`src/rtl/cfg_loader_pkg.sv`:
```
package cfg_loader_pkg;
  localparam int unsigned M_W     = 9;
  localparam int unsigned N_W     = 3;
  localparam int unsigned T_W     = 2;
  localparam int unsigned FRAME_W = T_W + N_W + M_W;

  typedef enum logic [T_W-1:0] {
    TSEL_LOW   = 2'b00,
    TSEL_SDATA = 2'b01,
    TSEL_MDIV  = 2'b10,
    TSEL_FOUT  = 2'b11
  } test_sel_e;

  // Field order matches the serial frame, MSB first.
  typedef struct packed {
    logic [T_W-1:0] t;
    logic [N_W-1:0] n;
    logic [M_W-1:0] m;
  } cfg_word_t;
endpackage

```
`src/rtl/cfg_sync.sv`:
```
module cfg_sync #(
  parameter int unsigned STAGES = 2
) (
  input  logic clk_i,
  input  logic rst_ni,
  input  logic d_i,
  output logic q_o
);
  logic [STAGES-1:0] pipe_q;

  always_ff @(posedge clk_i or negedge rst_ni) begin
    if (!rst_ni) pipe_q <= '0;
    else         pipe_q <= {pipe_q[STAGES-2:0], d_i};
  end

  assign q_o = pipe_q[STAGES-1];
endmodule

```
`src/rtl/cfg_shifter.sv`:
```
module cfg_shifter #(
  parameter int unsigned W = 14
) (
  input  logic         clk_i,
  input  logic         rst_ni,
  input  logic         en_i,
  input  logic         bit_i,
  output logic [W-1:0] q_o,
  output logic [W-1:0] nxt_o
);
  logic [W-1:0] sr_q;

  assign nxt_o = {sr_q[W-2:0], bit_i};

  always_ff @(posedge clk_i or negedge rst_ni) begin
    if (!rst_ni)   sr_q <= '0;
    else if (en_i) sr_q <= nxt_o;
  end

  assign q_o = sr_q;
endmodule

```
`src/rtl/cfg_test_mux.sv`:
```
module cfg_test_mux
  import cfg_loader_pkg::*;
(
  input  test_sel_e sel_i,
  input  logic      par_mode_i,
  input  logic      mr_i,
  input  logic      sdata_i,
  input  logic      mdiv_i,
  input  logic      fout_i,
  output logic      test_o
);
  always_comb begin
    test_o = 1'b0;
    if (!par_mode_i) begin
      unique case (sel_i)
        TSEL_LOW:   test_o = 1'b0;
        TSEL_SDATA: test_o = sdata_i;
        TSEL_MDIV:  test_o = mdiv_i & ~mr_i;  // dividers held low in reset
        TSEL_FOUT:  test_o = fout_i & ~mr_i;
        default:    test_o = 1'b0;
      endcase
    end
  end
endmodule

```
`src/rtl/synth_cfg_loader.sv`:
```
module synth_cfg_loader
  import cfg_loader_pkg::*;
#(
  parameter int unsigned SYNC_STAGES = 2,
  parameter int unsigned M_MIN       = 250,
  parameter int unsigned M_MAX       = 500
) (
  input  logic           clk_i,
  input  logic           rst_ni,
  input  logic           sclk_i,
  input  logic           sdata_i,
  input  logic           sload_i,
  input  logic           pload_ni,
  input  logic [M_W-1:0] m_pins_i,
  input  logic [N_W-1:0] n_pins_i,
  input  logic           mr_i,
  input  logic           mdiv_tap_i,
  input  logic           fout_tap_i,
  output logic [M_W-1:0] m_o,
  output logic [N_W-1:0] n_o,
  output logic [T_W-1:0] t_o,
  output logic           test_o,
  output logic           out_of_range_o
);
  localparam int unsigned NSYNC    = 4;
  localparam int unsigned NCTL     = 3;
  localparam int unsigned IX_SCLK  = 0;
  localparam int unsigned IX_SLOAD = 1;
  localparam int unsigned IX_PLOAD = 2;
  localparam int unsigned IX_SDATA = 3;
  localparam logic [M_W-1:0] M_LO  = M_MIN[M_W-1:0];
  localparam logic [M_W-1:0] M_HI  = M_MAX[M_W-1:0];

  logic [NSYNC-1:0] raw, syn;
  logic [NCTL-1:0]  ctl_prev;

  assign raw = {sdata_i, pload_ni, sload_i, sclk_i};

  for (genvar g = 0; g < NSYNC; g++) begin : g_sync
    cfg_sync #(.STAGES(SYNC_STAGES)) i_sync (
      .clk_i (clk_i),
      .rst_ni(rst_ni),
      .d_i   (raw[g]),
      .q_o   (syn[g])
    );
  end

  always_ff @(posedge clk_i or negedge rst_ni) begin
    if (!rst_ni) ctl_prev <= '0;
    else         ctl_prev <= syn[NCTL-1:0];
  end

  logic sc_q, sc_d, sl_q, sl_d, pl_q, pl_d;
  assign sc_q = syn[IX_SCLK];
  assign sc_d = ctl_prev[IX_SCLK];
  assign sl_q = syn[IX_SLOAD];
  assign sl_d = ctl_prev[IX_SLOAD];
  assign pl_q = syn[IX_PLOAD];
  assign pl_d = ctl_prev[IX_PLOAD];

  logic shift_en;
  assign shift_en = pl_q & sc_q & ~sc_d;

  logic [FRAME_W-1:0] sr_q, sr_nxt;

  cfg_shifter #(.W(FRAME_W)) i_shift (
    .clk_i (clk_i),
    .rst_ni(rst_ni),
    .en_i  (shift_en),
    .bit_i (syn[IX_SDATA]),
    .q_o   (sr_q),
    .nxt_o (sr_nxt)
  );

  cfg_word_t word_q, word_d;
  logic      load, oor_q;

  // Priority: parallel mode / parallel latch edge, serial commit, transparent shift.
  always_comb begin
    word_d = word_q;
    load   = 1'b0;
    if (!pl_q || !pl_d) begin
      word_d.m = m_pins_i;
      word_d.n = n_pins_i;
      load     = 1'b1;
    end else if (sl_q && !sl_d) begin
      word_d = cfg_word_t'(sr_q);
      load   = 1'b1;
    end else if (sl_q && shift_en) begin
      word_d = cfg_word_t'(sr_nxt);
      load   = 1'b1;
    end
  end

  always_ff @(posedge clk_i or negedge rst_ni) begin
    if (!rst_ni) begin
      word_q.t <= '0;
      word_q.n <= '0;
      word_q.m <= M_LO;
      oor_q    <= 1'b0;
    end else begin
      word_q <= word_d;
      if (load && (word_d.m < M_LO || word_d.m > M_HI)) oor_q <= 1'b1;
    end
  end

  cfg_test_mux i_tmux (
    .sel_i     (test_sel_e'(word_q.t)),
    .par_mode_i(~pl_q),
    .mr_i      (mr_i),
    .sdata_i   (sdata_i),
    .mdiv_i    (mdiv_tap_i),
    .fout_i    (fout_tap_i),
    .test_o    (test_o)
  );

  assign m_o            = word_q.m;
  assign n_o            = word_q.n;
  assign t_o            = word_q.t;
  assign out_of_range_o = oor_q;
endmodule

```
`config.mk`:
```
export PLATFORM = sky130hd
export DESIGN_NAME = synth_cfg_loader
export DESIGN_NICKNAME = d
export VERILOG_FILES = /design/src/rtl/cfg_loader_pkg.sv /design/src/rtl/cfg_sync.sv /design/src/rtl/cfg_shifter.sv /design/src/rtl/cfg_test_mux.sv /design/src/rtl/synth_cfg_loader.sv
export SDC_FILE = /design/constraint.sdc
export NUM_CORES = 1
export LEC_CHECK = 0
export CORE_MARGIN = 2
export CORE_UTILIZATION = 50
export DETAILED_ROUTE_END_ITERATION = 8
export PLACE_DENSITY = 0.78
export SLEW_MARGIN = 40
export SYNTH_ARGS = -nofsm -noshare
export SYNTH_HDL_FRONTEND = slang
export SYNTH_SLANG_ARGS = --single-unit
```
`constraint.sdc`:
```
create_clock -name clk_i -period 2.8 [get_ports clk_i]
set_clock_uncertainty 0.1 [all_clocks]
set_input_delay 0.7 -clock clk_i [delete_from_list [all_inputs] [get_ports clk_i]]
set_output_delay 0.7 -clock clk_i [all_outputs]
set_load 0.02 [all_outputs]
```
* Yosys cells after proc, flatten, opt, wreduce, memory -nomap -nowiden
Index checks and enable logic that the tools add are counted.
** Word-level totals
- Bits in registers :: 40
- Input port bits :: 21
- Output and inout port bits :: 16
- Logic and storage cells :: 42
** Cells by class
- Magnitude comparators :: 2
- Equal/unequal tests :: 3
- Multiplexer cells :: 8
- Bitwise operators :: 7
- Reduce and logical (&&, ||, !) cells :: 12
** Operators by type and width (count)
- $mux W14 :: 2
- $mux W12 :: 1
- $gt A9 B9 Y1 const B :: 1
- $lt A9 B8 Y1 const B :: 1
- $and A1 B1 Y1 :: 4
- $eq A2 B2 Y1 const B :: 2
- $mux W1 :: 4
- $pmux W1 S4 :: 1
- $logic_and A1 B1 Y1 :: 3
- $logic_not A1 Y1 :: 3
- $not A1 Y1 :: 3
- $reduce_bool A3 Y1 :: 1
- $eq A2 B1 Y1 const B :: 1
- $logic_not A2 Y1 :: 1
- $logic_or A1 B1 Y1 :: 2
- $reduce_and A2 Y1 :: 1
- $reduce_bool A2 Y1 :: 1

* Longest topological paths before layout
Gate-level depths: netlist (run 1).
- Word-level depth :: 9
- Depth in mapped cells :: 8

* Cells and area by module
A second synthesis (run 1) with hierarchy kept.
** Unflattened totals
- Cell total of the unflattened synthesis :: 179
- Area, all modules :: 1975.6 sq um
** By module, submodules not included
- synth_cfg_loader :: times used 1, cells an instance 123, area each 1116.1 sq um
- cfg_shifter :: times used 1, cells an instance 43, area each 624.3 sq um
- cfg_sync :: times used 4, cells an instance 2, area each 50.0 sq um
- cfg_test_mux :: times used 1, cells an instance 5, area each 35.0 sq um

* Worst setup path after synthesis (run 1)
OpenSTA, ideal clock, no wires.
- Path type :: input-to-output
- From :: input fout_tap_i
- To :: output test_o
- Arrival time :: 1.375 ns
- Setup slack :: 0.625 ns
- Stages on the path :: 3
- Buffers on the path :: 0
- Path through :: nor2b_1 -> o21a_1 -> nor3_1
** Between the ends
- Cells in the longest elaborated chain, start to end :: 3
** RTL lines
- start: declaration :: RTL line synth_cfg_loader.sv:18 : input logic fout_tap_i,
- $and A1 B1 Y1 :: RTL line cfg_test_mux.sv:19 : TSEL_FOUT: test_o = fout_i & ~mr_i;
- $pmux W1 S4 :: RTL line cfg_test_mux.sv:15 : unique case (sel_i)
- $mux W1 :: RTL line cfg_test_mux.sv:14 : if (!par_mode_i) begin
- end: declaration :: RTL line synth_cfg_loader.sv:22 : output logic test_o,
Every way passes these cells.

* Worst setup path after layout (run 1)
Same ends and word-level chain as after synthesis.

==> results of run 1 <==
[power groups by stage]
stage               registers (mW)  clock network (mW)  logic, mW
CTS                          0.697               0.323      0.223
global route                 0.705               0.350      0.242
detailed placement           0.708                   0      0.220
finish                       0.699               0.319      0.222
global placement             0.706                   0      0.212
floorplan                    0.710                   0      0.102
[path summary, 6_finish.rpt]
kind                                       startpoint                    endpoint  slack, ns  cells after the start
min reg2reg                g_sync[2].i_sync.pipe_q[0]  g_sync[2].i_sync.pipe_q[1]       0.26                      0
min in group clk_i         g_sync[2].i_sync.pipe_q[0]  g_sync[2].i_sync.pipe_q[1]       0.26                      0
max reg2reg                               ctl_prev[1]              out_of_range_o       0.19                      6
max                                        fout_tap_i                      test_o       0.12                      5
max in group asynchronous                      rst_ni                      m_o[4]       2.03                      1
min                                            rst_ni              i_shift.q_o[4]       0.18                      1
[kinds of logic (layout without fill, tap and decap cells)]
| family | count (synthesis) | in the layout | synth area share |
|---|---|---|---|
| AOI/OAI and AO/OA | 43 | 43 | 0.187 |
| DFF | 40 | 40 | 0.553 |
| buffers and inverters | 17 | 55 | 0.0446 |
| and+or+nand+nor | 82 | 82 | 0.216 |
[synthesized netlist by cell type, drive strengths merged (4+ instances only)]
cell type and number:
dfrtp 34, o21ai 8, nand3 5, nand2 49, a21oi 8, inv 9
o22ai 7, or3 5, buf 5, dfstp 6, o32ai 4, a221o 5
and3 11
[what timing repair did]
| action | CTS | global route |
|---|---|---|
| gates resized for setup | 1 | 0 |
| endpoints found under the hold margin | 0 | 0 |
| endpoints found under the setup margin | 1 | 0 |
[per-layer routing]
layer	vias up	share of wire	routed length, um
met4	0	0.019	83
met1	763	0.41	1820
met3	8	0.071	314
li1	718	-	-
met5	-	0	0
met2	86	0.50	2220
[worst max-delay path, stage by stage]
cell and delay, ns:
clkdlybuf4s50_1 0.47, nor2b_1 0.05, o21a_1 0.16, nor3_1 0.15
dlygate4sd2_1 0.35
[cell type report]
| class | count | area share |
|---|---|---|
| clock inverter | 2 | 0.00661 |
| clock buffer | 6 | 0.0226 |
| timing repair buffer | 38 | 0.164 |
| multi-input combinational | 125 | 0.323 |
| sequential | 40 | 0.444 |
| tap | 46 | 0.0253 |
| inverter | 9 | 0.0149 |
[state kept, by name, summed over array words and instances (netlist names)]
signal                count
ctl_prev                  3
g_sync.i_sync.pipe_q      8
i_shift.q_o              14
m_o                       9
n_o                       3
out_of_range_o            1
t_o                       2
[layout by cell type (no fill, tap or decap), types with 3 or more instances in the layout]
master	Yosys	routed
a221o_1	5	5
o21ai_0	7	7
and3_1	7	7
a21oi_1	8	8
o22ai_1	7	7
o32ai_2	4	4
clkdlybuf4s50_1	0	34
nand2_1	48	48
buf_4	1	3
nand3_1	5	5
clkbuf_4	1	5
or3_1	5	5
inv_1	8	8
and3_2	4	4
dfrtp_1	34	34
dfstp_2	6	6
==> out/qor.csv, run 1 <==
metric;value;unit
status;finished clean;
Tcrit/Tclk final;0.958;
largest net degree at the start of global routing;41;
top post-synthesis cells by area;dfrtp_1, nand2_1, dfstp_2;
synthesized area per cell;10.0;um2
Cells after Synth;182;
Setup WS pre-CTS;-0.180;ns
Synth Cell Area;1820;um2
Detailed Route WL;4430;um
number of setup buffers added after CTS;0;
Max-Cap Viols;0;
share of the synthesized area in the top cell type;0.466;
number of distinct library cells after synthesis;41;
Starting Density;0.534;
Routed Antenna Nets;0;
initial antenna violation count;0;
Syn. warnings;0;
I/O Buffers;36;
clock power share;0.257;
FILL cells;265;
data arrival time of the worst path;1.88;ns
placed inst area;2200;um2
multi-input logic area;734;um2
Comb pwr share;0.179;
Layout Nets;240;
final count of hold timing violations;0;
DRT Pass-1 Iters;4;
Final Max Tran Viols;0;
Iter 0 DRT Violations;156;
grt peak-use layer;met2;
clk buf depth;2;
share of layout cells above drive strength 1;0.150;
io pins;37;
Congestion Overflow GR;0;
RSZ-0062 raised after global routing;false;
first-pass GRT wire length;7330;um
Synth area leader;dfrtp_1;
maximum operating frequency;373;MHz
Final WS setup;0.117;ns
H-tree levels;2;
asr flop ratio synth;1.00;
VDD IR max;0.000418;V
Core Footprint;3420;um2
GR Util met3;0.0423;
switch share;0.301;
synth-to-layout area growth;24.6;%
# DRC;0;
M1 GR Usage;0.284;
crit path launch type;primary input;
dpl cells;258;
ys flop type;dfrtp_1;
Final Power;1.24;mW
diode count;0;
Critical Path Fanout Max;1;
Worst-path clk slew;0.13;ns
Slew HR;0.604;
worst slew pin tran;0.594;ns
final setup violating endpoints;0;
TNS Setup;0;ns
CTS tree;yes;
final core occ;0.665;
LEAKAGE;1.03;nW
met2 GRT Util;0.406;
worst skew pair latency;0.36;ns
hold_buf cts;0;
Die Wd;64.4;um
Detailed Place HPWL;3130;um
syn nets;203;
flop and latch count out of synthesis;40;
switching power total;0.373;mW
Crit. End Element;primary output;
Finished Layout Cells;266;
die area;4150;um2
EDFF count, synth;0;
internal power;0.866;mW
fin crit period;2.68;ns
HP Class;primary input to async pin;
Core Rows;21;
CTS root buf;clkbuf_4;
post-synthesis sequential area ratio;0.553;
post-DR vias/cell;5.92;
register area;1010;um2
aggregate global-route resource usage;0.233;
cell area after layout;2270;um2
post-detailed-route wirelength per cell;16.7;um
vias;1575;
power per cell area;546;nW/um2
Req. time, crit path;2.00;ns
Clock Sinks;40;
GP Congestion;0.919;
TritonCTS buffer count;5;
number of global-route vias before repair;1631;
die height;64.4;um
WHS;0.185;ns
Reg power frac;0.564;
Critical Setup Path Class;primary input to primary output;
(Power assumes the default switching activity.)
==> run 2, diff against run 1 <==
REMOVE_ABC_BUFFERS = 1   (was default)
==> out/qor.csv, run 2 (synthesized netlist as in run 1, its figures left out) <==
metric;value;unit;change
Req. time, crit path;2.00;ns;about the same
clock power share;0.293;;+0.036
Largest register FFs;14;;unchanged
final setup violating endpoints;0;;unchanged
post-detailed-route wirelength per cell;17.6;um;+5.5%
vias;1567;;-0.51%
commonest non-fill, non-tap cell in the layout;nand2_1;;
worst slew pin tran;0.499;ns;-0.0946 ns
number of global-route vias before repair;1585;;-2.8%
power per cell area;567;nW/um2;+4.0%
I/O Buffers;36;;unchanged
Slew HR;0.667;;+0.0631
largest net degree at the start of global routing;41;;unchanged
Comb pwr share;0.175;;-0.004
Iter 0 DRT Violations;124;;-21%
status;finished clean;;
first-pass GRT wire length;7660;um;+4.4%
diode count;0;;unchanged
Tcrit/Tclk final;0.980;;+0.0215
worst skew pair latency;0.35;ns;about the same
HP Class;primary input to async pin;;
switch share;0.286;;-0.0152
io pins;37;;unchanged
Crit. End Element;primary output;;
# DRC;0;;unchanged
Critical Path Fanout Max;1;;unchanged
maximum operating frequency;365;MHz;-2.2%
final count of hold timing violations;0;;unchanged
LEAKAGE;1.05;nW;+1.7%
data arrival time of the worst path;1.94;ns;+0.06 ns
Detailed Place HPWL;3200;um;+2.5%
switching power total;0.374;mW;about the same
Max-Cap Viols;0;;unchanged
Slowest-stage cell, CP;clkdlybuf4s50_1;;
CP bufs+invs;2;;unchanged
RSZ-0062 raised after global routing;false;;
GP Congestion;0.862;;-6.2%
crit-path leading delay family;buffers and inverters;;
final core occ;0.674;;+0.00879
CTS tree;yes;;
H-tree levels;2;;unchanged
internal power;0.932;mW;+7.6%
Starting Density;0.534;;unchanged
share of layout cells above drive strength 1;0.158;;+0.00766
aggregate global-route resource usage;0.249;;+0.0159
Congestion Overflow GR;0;;unchanged
Routed Antenna Nets;0;;unchanged
CTS root buf;clkbuf_4;;
synth-to-layout area growth;26.2;%;
cells along the critical path;clkdlybuf4s50_1 -> nor2b_1 -> o21a_1 -> nor3_1 -> clkdlybuf4s15_1;;
post-DR vias/cell;5.85;;-1.3%
VDD IR max;0.000435;V;+4.0%
Detailed Route WL;4710;um;+6.3%
Core Footprint;3420;um2;unchanged
Critical Setup Path Class;primary input to primary output;;
Clock Sinks;40;;unchanged
Reg power frac;0.531;;-0.033
most frequent cells in the layout;nand2_1, dfrtp_1, clkdlybuf4s50_1, inv_1, a21oi_1;;
Die Wd;64.4;um;unchanged
fin crit period;2.74;ns;+0.0602 ns
die area;4150;um2;unchanged
Final Power;1.31;mW;+5.4%
clk buf depth;2;;unchanged
DRT Pass-1 Iters;5;;+1
hold_buf cts;0;;unchanged
Core Rows;21;;unchanged
Worst-path clk slew;0.12;ns;about the same
delay of the slowest critical-path stage;0.46;ns;about the same
number of setup buffers added after CTS;0;;unchanged
TritonCTS buffer count;5;;unchanged
Layout Nets;242;;+0.83%
Final Max Tran Viols;0;;unchanged
initial antenna violation count;0;;unchanged
crit path launch type;primary input;;
die height;64.4;um;unchanged
-- run 2: cell types whose count changed in the layout (fill, tap and decap cells not counted), sizes merged --
cell / previous run / this run
buf: 3 / 5
bufinv: 0 / 1
clkbuf: 6 / 5
clkdlybuf4s15: 0 / 1
clkinv: 0 / 1
clkinvlp: 2 / 1
dlygate4sd2: 1 / 0
-- run 2: stage by stage --
stage | TNS, ns | setup slack, ns | cell area, um2 | std cells | hold slack [ns]
2_1_floorplan | 0 | 0.477 | 1780 | 174 | 0.231
3_3_place_gp | -0.132 | -0.132 | 2220 | 260 | 0.233
3_5_place_dp | -0.209 | -0.209 | 2220 | 260 | 0.235
4_1_cts | 0 | 0.0651 | 2300 | 268 | 0.206
5_1_grt | 0 | 0.0287 | 2300 | 268 | 0.200
6_report | 0 | 0.0572 | 2300 | 268 | 0.197
-- run 2: area by class of cell --
class	count	area, um2
fillers	274	1110
well taps	46	57.6
multi-input cells	125	734
repair buffers	40	388
clock inverters	3	42.5
inverters	9	33.8
clock buffers	5	37.5
flip-flops and latches	40	1010
-- run 2: power groups by stage --
stage | Combinational, mW | Clock [mW] | Sequential [mW]
3_3_place_gp | 0.219 | 0 | 0.701
3_5_place_dp | 0.227 | 0 | 0.704
6_report | 0.229 | 0.383 | 0.694
2_1_floorplan | 0.0953 | 0 | 0.711
4_1_cts | 0.229 | 0.392 | 0.692
5_1_grt | 0.247 | 0.422 | 0.701
-- run 2: path summary, 6_finish.rpt --
path                                            startpoint                          to  slack [ns]  cells past startpoint
worst max-delay path                            fout_tap_i                      test_o        0.06                      5
worst max register to register  g_sync[2].i_sync.pipe_q[1]              out_of_range_o        0.29                      6
min in group clk_i              g_sync[2].i_sync.pipe_q[0]  g_sync[2].i_sync.pipe_q[1]        0.26                      0
worst min register to register  g_sync[2].i_sync.pipe_q[0]  g_sync[2].i_sync.pipe_q[1]        0.26                      0
max in group asynchronous                           rst_ni                      m_o[7]        2.03                      1
worst min-delay path                                rst_ni                      m_o[0]        0.20                      1
-- run 2: repair_timing --
item / 4_1_cts / 5_1_grt
setup endpoints to repair: 1 / 1
resized for setup: 1 / 1
cloned: 0 / 0
-- run 2: per-layer routing --
layer | up-vias | global-route usage | part of all wire
li1 | 724 | - | -
met1 | 769 | 0.304 | 0.40
met2 | 72 | 0.422 | 0.51
met3 | 2 | 0.0651 | 0.075
met4 | 0 | 0.0931 | 0.0062
met5 | - | 0 | 0
==> run 3, diff against run 2 <==
REMOVE_ABC_BUFFERS = default   (was 1)
==> results of run 3 <==
Same layout as run 1: the final DEF is identical, and so are final timing and power.
